===== config.mk =====
export PLATFORM = sky130hd
export DESIGN_NAME = owire_byte_engine
export DESIGN_NICKNAME = d
export VERILOG_FILES = /design/src/rtl/owire_byte_engine.sv
export SDC_FILE = /design/constraint.sdc
export NUM_CORES = 1
export LEC_CHECK = 0
export BUFFER_PORTS_ARGS = -buffer_cell sky130_fd_sc_hd__buf_2
export CAP_MARGIN = 20
export CORE_AREA = 2 2 63 65
export DETAILED_ROUTE_END_ITERATION = 10
export DIE_AREA = 0 0 65 67
export HOLD_SLACK_MARGIN = 0.08
export PLACE_DENSITY = 0.57
export SYNTH_ARGS = -nofsm -noshare
export SYNTH_HDL_FRONTEND = slang
export SYNTH_SLANG_ARGS = --single-unit

===== constraint.sdc =====
create_clock -name clk -period 1.5 [get_ports clk]
set_clock_uncertainty 0.05 [all_clocks]
set_input_delay 0 -clock clk [delete_from_list [all_inputs] [get_ports clk]]
set_output_delay 0 -clock clk [all_outputs]
set_load 0.01 [all_outputs]

===== src/rtl/owire_byte_engine.sv =====
module owire_byte_engine #(
  parameter int W = 8
) (
  input  logic         clk,
  input  logic         rst,
  input  logic         ld_stb,
  input  logic [W-1:0] ld_data,
  input  logic         rd_stb,
  input  logic         slot_done,
  input  logic         slot_rx,
  output logic         slot_req,
  output logic         slot_bit,
  output logic [W-1:0] rx_data,
  output logic         tx_empty,
  output logic         sh_empty,
  output logic         rx_full
);
  localparam int CW = (W > 1) ? $clog2(W) : 1;
  localparam logic [CW-1:0] LAST = CW'(W - 1);

  logic [W-1:0]  hold_q, tsh_q, rsh_q;
  logic          hold_v, busy;
  logic [CW-1:0] cnt;

  wire take   = !busy && hold_v;
  wire step   = busy && slot_done;
  wire rx_bit = slot_rx & tsh_q[0];
  wire done   = step && (cnt == LAST);
  wire [W-1:0] rsh_nx = {rx_bit, rsh_q[W-1:1]};

  assign slot_req = busy;
  assign slot_bit = tsh_q[0];
  assign tx_empty = !hold_v;
  assign sh_empty = !busy;

  always_ff @(posedge clk) begin
    if (rst) begin
      hold_q <= '0;
      hold_v <= 1'b0;
    end else begin
      if (ld_stb) hold_q <= ld_data;
      if (ld_stb) hold_v <= 1'b1;
      else if (take) hold_v <= 1'b0;
    end
  end

  always_ff @(posedge clk) begin
    if (rst) begin
      tsh_q <= '0;
      rsh_q <= '0;
      busy  <= 1'b0;
      cnt   <= '0;
    end else if (take) begin
      tsh_q <= hold_q;
      busy  <= 1'b1;
      cnt   <= '0;
    end else if (step) begin
      tsh_q <= tsh_q >> 1;
      rsh_q <= rsh_nx;
      cnt   <= done ? '0 : cnt + 1'b1;
      if (done) busy <= 1'b0;
    end
  end

  always_ff @(posedge clk) begin
    if (rst) begin
      rx_data <= '0;
      rx_full <= 1'b0;
    end else if (done) begin
      rx_data <= rsh_nx;
      rx_full <= 1'b1;
    end else if (rd_stb) begin
      rx_full <= 1'b0;
    end
  end
endmodule



* Word-level counts from Yosys, hierarchy flattened
Index checks and enable logic that the tools add are counted.
** Word-level totals
- Bits in registers :: 38
- Output and inout bits :: 13
** Cells by class
- $add $sub $neg :: 1
- Equal/unequal tests :: 1
- Muxes and demuxes :: 10
- Bitwise logic cells :: 2
- Reductions and logical operators :: 12
** Operators by type and width (number)
- two-way mux 8 bit :: 2
- nonzero test 2 bit :: 4
- two-way mux 1 bit :: 7
- AND reduction 2 bit :: 2
- adder 3 x 1 -> 3 bit (second input constant) :: 1
- == test 3 bit (second input constant) :: 1
- logical AND 1 bit :: 3
- two-way mux 3 bit :: 1
- zero test 1 bit :: 2
- OR reduction 2 bit :: 1
- AND 1 bit :: 1
- inverter 1 bit :: 1

* Depth between registers and ports, before layout
Gate-level depths: netlist of the first run.
- Depth after elaboration :: 5
- Mapped depth :: 6

* Worst setup path before layout of the first run
OpenSTA, ideal clock, no wires.
- Path type :: register to register
- Start point :: register cnt[0]
- End point :: register rx_data[7]
- Library setup time :: 132 ps
- Arrival time :: 1134 ps
- Required time :: 1318 ps
- Slack :: 183 ps
- Cell stages (with the launch flop) :: 7
- Buffers on the path :: 1
- Cells stage by stage :: dfxtp_1 > ha_1 > ha_1 > and3_1 > buf_2 > nand3_1 > a21oi_1
** Between the ends
- Longest elaborated chain between the ends :: 2
** RTL lines
- start, declared :: line 23 : logic [CW-1:0] cnt;
- start signal, assigned :: line 60 : cnt <= done ? '0 : cnt + 1'b1;
- == test 3 bit :: line 28 : wire done = step && (cnt == LAST);
- logical AND 1 bit :: line 28
- end signal, assigned :: line 70 : rx_data <= rsh_nx;
- end, declared :: line 13 : output logic [W-1:0] rx_data,
Every way passes these cells.
A chain may end at the register's enable or synchronous reset.

* Worst setup path in the final report of the first run
Ends and elaborated chain as after synthesis.

==> reports/results.ini, run 1 <==
[route]
drtPass1Iterations = 4
dr_drc_count = 0
routed-via-count = 1150
initialDrtViolationCount = 81
vias_per_cell = 4.812
drt.antenna.violating_nets = 0
detail_route.wl_per_cell_um = 11.52
routed_wl_mm = 2.753

[placed_design]
detailed_place_hpwl_mm = 1.859
port_buffer_count = 26
routabilityCongestion = 0.7103
detailed_place.area_um2 = 1549

[layout]
finalNetCount = 206
layout-drive-gt1-share = 0.2304
finalInstanceArea_um2 = 1770
seqCellArea_um2 = 740.7
fillerInstances = 356
antenna_cells = 0
area_growth_syn_to_layout_pct = 25.44
multi_input_combinational_cell_area_um2 = 615.6

[power_and_ir_drop]
pwr_density_cell_nw_per_um2 = 1083
p_leak_nw = 0.6992
vdd.ir_drop.worst_mv = 0.5126

[critical_path]
startpoint_type = register
depth_of_the_worst_register_to_register_path = 5
crit-reg2reg-launch = cnt[0]
endpoint_kind = register
cp.required_ns = 1.67
critical_path.max_stage_delay_ns = 0.35
slowest_stage = sky130_fd_sc_hd__dfxtp_1
crit_top_cell = sky130_fd_sc_hd__ha_1
ff2ff_setup_slack_ns = 0.12
worstReg2RegEnd = rx_data[7]
arrival_ns = 1.55
crit_path_cell_trace = ha_1, ha_1, and3_4, nand3_1, a21oi_1
critPathKind = reg2reg
crit_fanout = 9

[cts]
tritoncts_num_sinks = 37
clock_pin_slew_worst_setup_and_hold_paths_ns = 0.07
cts_root_buf = sky130_fd_sc_hd__clkbuf_8
clock_latency_at_the_later_pin_of_the_worst_skew_pair_ns = 0.29
tritoncts.num_buffers = 5
cts_tree = built
clock_tree.htree_level_count = 2
cts_buffer_depth = 2

[worst_hold_path]
worst_hold_path_type = in2reg
min_to = rx_full
hp-start = slot_done
timing.hold.worst_path_depth = 3

[sta]
grt_setup_unrepaired = yes
fin_tns_setup_ns = 0
period_share = 0.9178
drv_slew = 0
max_slew.worst_pin.slew_ns = 0.6633
timing.slew.headroom = 0.5578
timing_hold_violations_final = 0
final.min_clock_period_ns = 1.377
holdWs_ns = 0.06384
max_freq_ghz = 0.7263
report.final.setup_viol = 0

[floorplan]
dieHeight_um = 67
die_width_um = 65
die_area_um2 = 4355
floorplan.rows = 22
start_util = 0.3914
design.portCount = 27
core_area_um2 = 3606

[grt]
grt_pass1_wl_mm = 4.733
grt_antenna_before_repair = 0
grt_max_degree = 38
globalRouteMet2Util = 0.2461
grtUsageMet3 = 0.04223
globalRoute.busiestLayer = met2
globalRouteMet1Util = 0.1656
overflow = 0
vias_in_the_first_global_route = 1091
grt.total_usage = 0.1491

[synthesis]
syn_area_per_cell_um2 = 9.106
mappedNetlistNets = 171
synthesis_stage_register_bit_count = 37
yosysTopAreaCellShare = 0.5248
warnings_synthesis = 0
synthesis.instances = 155
synth_sequential_area_ratio = 0.5248
synth.cell_area_um2 = 1411
synthDominantAreaCellType = sky130_fd_sc_hd__dfxtp_1
top_area_cells_in_the_synthesized_netlist = sky130_fd_sc_hd__dfxtp_1, sky130_fd_sc_hd__nand2_1, sky130_fd_sc_hd__a21oi_1
ys_types = 24

[run]
cap_violations = 0

[outcome]
run_status = complete, no violations

[how the worst max path moves through the flow]
stage	depth (start not counted)	start	endpoint
finish	5	cnt[0]	rx_data[7]
global route	5	cnt[0]	rx_data[7]
CTS	3	hold_v	tsh_q[7]
detailed placement	3	hold_v	tsh_q[7]
global placement	4	cnt[0]	slot_req
floorplan	6	cnt[0]	rx_data[7]
[flip-flops by register name (all words and copies together), names as in the netlist]
signal and count:
slot_req 1, tsh_q 8, cnt 3, rx_full 1
rsh_q 7, rx_data 8, hold_v 1, hold_q 8
[critical path, delay by kind of cell (launching register included)]
kind / cells / cell delay [ns]
adder cells (fa/ha/maj): 2 / 0.41
flip-flops: 1 / 0.35
AO/OA/AOI/OAI: 1 / 0.12
AND/OR/NAND/NOR: 2 / 0.37
[power by group]
| part | switching (mW) | total (mW) | internal (mW) |
|---|---|---|---|
| combinational | 0.0797 | 0.148 | 0.0683 |
| clock | 0.334 | 0.748 | 0.415 |
| sequential | 0.0147 | 1.02 | 1.01 |
[metrics by stage]
stage	total power, mW	instances	utilization	worst slack (ns)
floorplan	1.134	155	-	0.1832
global placement	1.165	221	0.4296	0.07844
detailed placement	1.169	221	0.4296	0.01702
finish	1.917	239	0.4910	0.1232
global route	2.017	239	0.4910	0.008310
CTS	1.945	239	0.4854	0.01141
[area by class of cell]
cell class              instances  share of cell area
multi-input cells             106              0.3477
well taps                      48             0.03392
repair buffers                 38              0.1385
clock inverters                 1            0.002827
inverters                       2            0.004240
clock buffers                   7             0.05442
flip-flops and latches         37              0.4184
[cell usage in the layout, fill, tap and decap left out]
cell	count
sky130_fd_sc_hd__a21oi_1	26
sky130_fd_sc_hd__nand2b_1	1
sky130_fd_sc_hd__ha_1	2
sky130_fd_sc_hd__nor3_1	3
sky130_fd_sc_hd__clkbuf_8	7
sky130_fd_sc_hd__nor2_1	10
sky130_fd_sc_hd__nand2_1	37
sky130_fd_sc_hd__and4b_1	1
sky130_fd_sc_hd__nand3b_1	1
sky130_fd_sc_hd__a22oi_2	3
sky130_fd_sc_hd__clkinv_2	1
sky130_fd_sc_hd__nand3_1	2
sky130_fd_sc_hd__buf_4	2
sky130_fd_sc_hd__and2_4	1
sky130_fd_sc_hd__mux2i_1	10
sky130_fd_sc_hd__a211oi_1	1
sky130_fd_sc_hd__dlygate4sd3_1	10
sky130_fd_sc_hd__and3_4	1
sky130_fd_sc_hd__mux2i_2	1
sky130_fd_sc_hd__nand3_4	1
sky130_fd_sc_hd__nor2b_2	1
sky130_fd_sc_hd__a22oi_1	4
sky130_fd_sc_hd__inv_1	2
sky130_fd_sc_hd__dfxtp_1	37
sky130_fd_sc_hd__buf_2	26
[synthesized netlist by cell type (all sizes together)]
master	number
nor2b	1
buf	9
nor2	10
and2	1
ha	2
nor3	3
and3	1
inv	2
mux2i	11
and4b	1
a211oi	1
clkbuf	1
nand2b	1
nand3b	1
nand3	3
dfxtp	37
a22oi	7
a21oi	26
nand2	37
[kinds of logic (layout without fill, tap and decap cells)]
family          count (synthesis)  count (layout)  share of synthesized area
mux                            11              11                    0.08067
simple gates                   59              59                     0.1782
fa+ha+maj                       2               2                    0.01773
buf+inv                        12              48                    0.05319
flops                          37              37                     0.5248
compound gates                 34              34                     0.1454
[timing repair]
item,CTS,global route
resized for setup,0,5
setup buffers,0,0
hold buffers,10,0
hold endpoints to repair,11,0
endpoints found under the setup margin,0,16
[per-layer routing]
metal / share of wire / vias to the layer above
met5: 0 / -
met4: 0.0025 / 0
met3: 0.068 / 2
met2: 0.48 / 34
met1: 0.45 / 524
li1: - / 590
Note: power is estimated with default switching activity, not from simulation.
==> run 2, diff against run 1 <==
--- a/config.mk
+++ b/config.mk
@@ -12,6 +12,7 @@
 export DIE_AREA = 0 0 65 67
 export HOLD_SLACK_MARGIN = 0.08
 export PLACE_DENSITY = 0.57
+export RECOVER_POWER = 100
 export SYNTH_ARGS = -nofsm -noshare
 export SYNTH_HDL_FRONTEND = slang
 export SYNTH_SLANG_ARGS = --single-unit
==> run 2 against run 1 <==
Compared with the run above:
- register-to-register slack got worse by 0.03 ns
- cell count did not move
- sequential share of layout area rose by 0.39 points
- combinational power barely moved
- clock power barely moved
- worst setup slack got worse by 0.033 ns
- non-clock buffer count did not move
- fmax fell by 2.4%
- count of clock-buffer cells in the layout did not move
- first-iteration DRC count fell by 30%
- design area fell by 0.92%
- die area did not move
==> reports/results.ini, run 2 (same netlist as run 1, synthesis figures left out) <==
[route]
routed_wl_mm = 2.766  ; +0.47%
wl_met3_um = 205  ; +9.6%
vias_per_cell = 4.845  ; +0.70%
drtPass1Iterations = 4  ; unchanged
met2RoutedLength_mm = 1.274  ; -3.3%
initialDrtViolationCount = 57  ; -30%
dr_drc_count = 0  ; unchanged
detail_route.wl_per_cell_um = 11.57  ; +0.47%
route.layer.met1.wl_mm = 1.234  ; -0.48%
highest_layer = met4
routed-via-count = 1158  ; +0.70%
drt.antenna.violating_nets = 0  ; unchanged

[cts]
cts_buffer_depth = 2  ; unchanged
cts_root_buf = sky130_fd_sc_hd__clkbuf_8
cts_tree = built
postCtsSetupBuffers = 0  ; unchanged
tritoncts_num_sinks = 37  ; unchanged
clock_tree.htree_level_count = 2  ; unchanged
clock_latency_at_the_later_pin_of_the_worst_skew_pair_ns = 0.29  ; about the same
clock_pin_slew_worst_setup_and_hold_paths_ns = 0.07  ; about the same
tritoncts.num_buffers = 5  ; unchanged

[critical_path]
worstReg2RegEnd = cnt[0]
endpoint_kind = register
cp.required_ns = 1.60  ; -0.07 ns
depth_of_the_worst_register_to_register_path = 4  ; -1
ff2ff_setup_slack_ns = 0.09  ; -0.03 ns
crit_fanout = 16  ; +7
critPathKind = reg2reg
startpoint_type = register
crit-reg2reg-launch = slot_req
slowest_stage = sky130_fd_sc_hd__and2_2
critical_path.max_stage_delay_ns = 0.40  ; +0.05 ns
crit_path_cell_trace = buf_4, and2_2, mux2i_1, nor3_1
arrival_ns = 1.51  ; -0.04 ns
startpoint = slot_req

[sta]
grt_setup_unrepaired = yes
max_slew.worst_pin.slew_ns = 0.6565  ; -0.006824 ns
timing_hold_violations_final = 0  ; unchanged
drv_slew = 0  ; unchanged
period_share = 0.9400  ; +0.02213
max_freq_ghz = 0.7092  ; -2.4%
report.final.setup_viol = 0  ; unchanged
final.min_clock_period_ns = 1.410  ; +0.03319 ns
timing.slew.headroom = 0.5623  ; +0.004550

[layout]
most-common-layout-cells = sky130_fd_sc_hd__nand2_1, sky130_fd_sc_hd__dfxtp_1, sky130_fd_sc_hd__a21oi_1, sky130_fd_sc_hd__buf_2, sky130_fd_sc_hd__clkbuf_1
antenna_cells = 0  ; unchanged
finalNonFillerCells = 239  ; unchanged
area_growth_syn_to_layout_pct = 24.29
fillerInstances = 362  ; +1.7%
top_regs = hold_q x8, rx_data x8, tsh_q x8
multi_input_combinational_cell_area_um2 = 614.3  ; -0.20%
postLayoutCoreUtil = 0.4865  ; -0.004510
seqCellArea_um2 = 740.7  ; unchanged
finalNetCount = 206  ; unchanged
layout-drive-gt1-share = 0.1675  ; -0.06283

[placed_design]
detailed_place_hpwl_mm = 1.859  ; unchanged
port_buffer_count = 26  ; unchanged
routabilityCongestion = 0.7103  ; unchanged
instance_count_after_placement_with_tap_cells_included = 221  ; unchanged

[grt]
grt_max_degree = 38  ; unchanged
grt_pass1_wl_mm = 4.733  ; unchanged
overflow = 0  ; unchanged
grt_antenna_before_repair = 0  ; unchanged
vias_in_the_first_global_route = 1091  ; unchanged
grt.total_usage = 0.1491  ; unchanged

[worst_hold_path]
hp-start = slot_done
timing.hold.worst_path_depth = 3  ; unchanged
min_to = rx_full
worst_hold_path_type = in2reg

[run]
cap_violations = 0  ; unchanged

[power_and_ir_drop]
vdd.ir_drop.worst_mv = 0.5123  ; about the same
p_leak_nw = 0.6511  ; -6.9%
report.power.total_mw = 1.917  ; unchanged
pwr_density_cell_nw_per_um2 = 1093  ; +0.93%

[floorplan]
die_area_um2 = 4355  ; unchanged
start_util = 0.3914  ; unchanged
design.portCount = 27  ; unchanged
die_width_um = 65  ; unchanged
dieHeight_um = 67  ; unchanged
core_area_um2 = 3606  ; unchanged
floorplan.rows = 22  ; unchanged

[outcome]
run_status = complete, no violations

run 2: changes by cell type in the layout (fill, tap and decap cells not counted):
cell                       delta
sky130_fd_sc_hd__clkbuf_1    +12
sky130_fd_sc_hd__and2_4       -1
sky130_fd_sc_hd__buf_2       -12
sky130_fd_sc_hd__and2_2       +1
run 2: cell type report:
| cell class | count | share of cell area |
|---|---|---|
| Timing Repair Buffer | 38 | 0.1312 |
| Sequential cell | 37 | 0.4223 |
| Inverter | 2 | 0.004280 |
| Tap cell | 48 | 0.03424 |
| Multi-Input combinational cell | 106 | 0.3502 |
| Clock inverter | 1 | 0.002853 |
| Clock buffer | 7 | 0.05492 |
run 2: critical path, delay by kind of cell, from the launching register on:
family	cells	cell delay, ns
AND/OR/NAND/NOR	2	0.46
flip-flops	1	0.34
multiplexers	1	0.24
buffers and inverters	1	0.18
run 2: through the flow:
stage | cell area (µm²) | setup slack, ns | hold slack [ns] | TNS (ns)
global route | 1754 | -0.0002711 | 0.08249 | -0.0002711
detailed placement | 1549 | 0.01702 | 0.1951 | 0
floorplan | 1411 | 0.1832 | 0.09716 | 0
CTS | 1750 | 0.01141 | 0.08027 | 0
global placement | 1549 | 0.07844 | 0.1837 | 0
finish | 1754 | 0.09005 | 0.06118 | 0
run 2: what timing repair did:
| action | 4_1_cts | 5_1_grt |
|---|---|---|
| endpoints found under the setup margin | 0 | 16 |
| hold endpoints to repair | 11 | 0 |
| gates resized for setup | 0 | 5 |
| hold buffers | 10 | 0 |
run 2: how the worst max path moves through the flow:
stage	to	depth (start not counted)	slack, ns
floorplan	rx_data[7]	6	0.18
global placement	slot_req	4	0.08
detailed placement	tsh_q[7]	3	0.02
CTS	tsh_q[7]	3	0.01
global route	cnt[0]	4	-0.0003
finish	cnt[0]	4	0.09
run 2: per-layer routing:
metal | global-route usage | vias up
met1 | 0.1656 | 531
met3 | 0.04223 | 5
met2 | 0.2461 | 33
met5 | 0 | -
li1 | - | 589
met4 | 0.1037 | 0
run 2: where the power goes:
part	switching [mW]	internal, mW	leakage, nW
sequential	0.0147	1.01	0.300
clock	0.336	0.415	0.0542
combinational	0.0797	0.0660	0.296
total	0.430	1.49	0.651
==> run 3, diff against run 2 <==
==> config.mk (replaced) <==
export PLATFORM = sky130hd
export DESIGN_NAME = owire_byte_engine
export DESIGN_NICKNAME = d
export VERILOG_FILES = /design/src/rtl/owire_byte_engine.sv
export SDC_FILE = /design/constraint.sdc
export NUM_CORES = 1
export LEC_CHECK = 0
export CAP_MARGIN = 40
export CORE_AREA = 2 2 63 65
export DETAILED_ROUTE_END_ITERATION = 10
export DIE_AREA = 0 0 65 67
export DONT_BUFFER_PORTS = 1
export HOLD_SLACK_MARGIN = 0.08
export PLACE_DENSITY = 0.51
export RECOVER_POWER = 100
export SYNTH_ARGS = -nofsm -noshare
export SYNTH_HDL_FRONTEND = slang
export SYNTH_SLANG_ARGS = --single-unit
export TNS_END_PERCENT = 100
==> run 3 against run 2 <==
Compared with the run above:
- combinational power shrank 3%
- register-to-register slack improved by 0.04 ns
- non-clock buffer count down 19
- die area did not move
- largest power group unchanged
- critical endpoint is now slot_req
==> reports/results.ini, run 3 (same netlist as run 1, synthesis figures left out) <==
[critical_path]
critPathKind = reg2reg
arrival_ns = 1.52  ; about the same
depth_of_the_worst_register_to_register_path = 4  ; unchanged
startpoint_type = register
crit_fanout = 9  ; -7
crit-reg2reg-launch = cnt[0]
ff2ff_setup_slack_ns = 0.13  ; +0.04 ns
cp.required_ns = 1.64  ; +0.04 ns
worstReg2RegEnd = slot_req
endpoint_kind = register

[worst_hold_path]
timing.hold.worst_path_depth = 3  ; unchanged
worst_hold_path_type = in2reg
min_to = hold_q[4]
hp-start = ld_data[4]

[route]
routed-via-count = 1107  ; -4.4%
vias_per_cell = 5.032  ; +3.9%
dr_drc_count = 0  ; unchanged
drt.antenna.violating_nets = 0  ; unchanged
drtPass1Iterations = 4  ; unchanged
initialDrtViolationCount = 71  ; +25%
routed_wl_mm = 2.785  ; +0.69%
detail_route.wl_per_cell_um = 12.66  ; +9.4%

[sta]
max_slew.worst_pin.slew_ns = 0.5307  ; -0.1258 ns
max_freq_ghz = 0.7289  ; +2.8%
report.final.setup_viol = 0  ; unchanged
period_share = 0.9147  ; -0.02528
grt_setup_unrepaired = no
timing.slew.headroom = 0.6446  ; +0.08228
timing_hold_violations_final = 0  ; unchanged
drv_slew = 0  ; unchanged
final.min_clock_period_ns = 1.372  ; -0.03792 ns

[layout]
finalInstanceArea_um2 = 1684  ; -4.0%
area_growth_syn_to_layout_pct = 19.33
top_regs = hold_q x8, rx_data x8, tsh_q x8
fillerInstances = 364  ; +0.55%
layout-drive-gt1-share = 0.09884  ; -0.06870
multi_input_combinational_cell_area_um2 = 608.1  ; -1.0%
seqCellArea_um2 = 740.7  ; unchanged
antenna_cells = 0  ; unchanged
finalNonFillerCells = 220  ; -7.9%
finalNetCount = 187  ; -9.2%
most-common-layout-cells = sky130_fd_sc_hd__nand2_1, sky130_fd_sc_hd__dfxtp_1, sky130_fd_sc_hd__a21oi_1, sky130_fd_sc_hd__dlygate4sd3_1

[grt]
grt.total_usage = 0.1447  ; -0.004441
overflow = 0  ; unchanged
grt_pass1_wl_mm = 4.602  ; -2.8%
vias_in_the_first_global_route = 1057  ; -3.1%
grt_max_degree = 38  ; unchanged
grt_antenna_before_repair = 0  ; unchanged

[cts]
tritoncts_num_sinks = 37  ; unchanged
cts_root_buf = sky130_fd_sc_hd__clkbuf_8
clock_tree.htree_level_count = 2  ; unchanged
tritoncts.num_buffers = 5  ; unchanged
clock_latency_at_the_later_pin_of_the_worst_skew_pair_ns = 0.30  ; about the same
cts_tree = built
cts_buffer_depth = 2  ; unchanged
clock_pin_slew_worst_setup_and_hold_paths_ns = 0.07  ; about the same

[placed_design]
instance_count_after_placement_with_tap_cells_included = 196  ; -11%
routabilityCongestion = 0.7140  ; +0.52%
port_buffer_count = 0  ; -100%
detailed_place_hpwl_mm = 1.820  ; -2.1%
detailed_place.area_um2 = 1426  ; -7.9%

[floorplan]
design.portCount = 27  ; unchanged
start_util = 0.3914  ; unchanged
die_area_um2 = 4355  ; unchanged
core_area_um2 = 3606  ; unchanged
die_width_um = 65  ; unchanged
dieHeight_um = 67  ; unchanged
floorplan.rows = 22  ; unchanged

[run]
cap_violations = 0  ; unchanged

[power_and_ir_drop]
p_leak_nw = 0.5982  ; -8.1%
report.power.total_mw = 1.834  ; -4.3%
pwr_density_cell_nw_per_um2 = 1089  ; -0.36%
vdd.ir_drop.worst_mv = 0.4821  ; -5.9%

[outcome]
run_status = complete, no violations

## run 3: cell types whose count changed in the layout (fill, tap and decap cells not counted)
cell / delta
sky130_fd_sc_hd__buf_2: -14
sky130_fd_sc_hd__and2_4: +1
sky130_fd_sc_hd__buf_4: -1
sky130_fd_sc_hd__and2_2: -1
sky130_fd_sc_hd__nand3_4: -1
sky130_fd_sc_hd__clkinv_2: +1
sky130_fd_sc_hd__dlygate4sd3_1: +5
sky130_fd_sc_hd__nand3_2: +1
sky130_fd_sc_hd__clkbuf_8: -2
sky130_fd_sc_hd__clkbuf_1: -9
sky130_fd_sc_hd__buf_12: +1
## run 3: power by group
part	internal [mW]	switching [mW]	total, mW
registers	1.01	0.0155	1.02
clock network	0.322	0.349	0.670
logic	0.0672	0.0749	0.142
## run 3: timing repair
action	CTS	global route
resized for setup	1	4
endpoints found under the setup margin	1	9
endpoints found under the hold margin	37	10
buffers inserted	0	0
hold buffers	15	1
## run 3: how the worst max path moves through the flow
stage               cells after the start   start  slack (ns)    endpoint
finish                                  4  cnt[0]        0.13    slot_req
global route                            4  cnt[0]        0.03    slot_req
CTS                                     4  cnt[0]        0.04    slot_req
detailed placement                      3  hold_v      -0.001    tsh_q[3]
global placement                        3  hold_v        0.09    tsh_q[7]
floorplan                               6  cnt[0]        0.18  rx_data[7]
## run 3: critical path, cell delays in order, from the launching register on
cell	delay, ns
sky130_fd_sc_hd__dfxtp_1	0.33
sky130_fd_sc_hd__ha_1	0.19
sky130_fd_sc_hd__ha_1	0.22
sky130_fd_sc_hd__and3_4	0.23
sky130_fd_sc_hd__a211oi_1	0.25
## run 3: metrics by stage
| step | hold WS, ns | setup TNS [ns] | util | worst slack [ns] |
|---|---|---|---|---|
| after floorplan | 0.09716 | 0 | - | 0.1832 |
| after global placement | 0.02226 | 0 | 0.3956 | 0.08719 |
| after detailed placement | 0.02416 | -0.001251 | 0.3956 | -0.001251 |
| after CTS | 0.08958 | 0 | 0.4636 | 0.03713 |
| after global routing | 0.3719 | 0 | 0.4670 | 0.03414 |
| final | 0.3446 | 0 | 0.4670 | 0.1280 |
## run 3: area by class of cell
class | count | share of cell area
flip-flops and latches | 37 | 0.4398
multi-input cells | 106 | 0.3611
repair buffers | 19 | 0.1100
clock buffers | 6 | 0.04309
well taps | 48 | 0.03566
clock inverters | 2 | 0.005944
inverters | 2 | 0.004458
## run 3: per-layer routing
metal / share of wire / track usage / vias up
met2: 0.48 / 0.2552 / 32
met3: 0.072 / 0.04561 / 7
met5: 0 / 0 / -
met1: 0.43 / 0.1464 / 513
li1: - / - / 555
met4: 0.021 / 0.09574 / 0
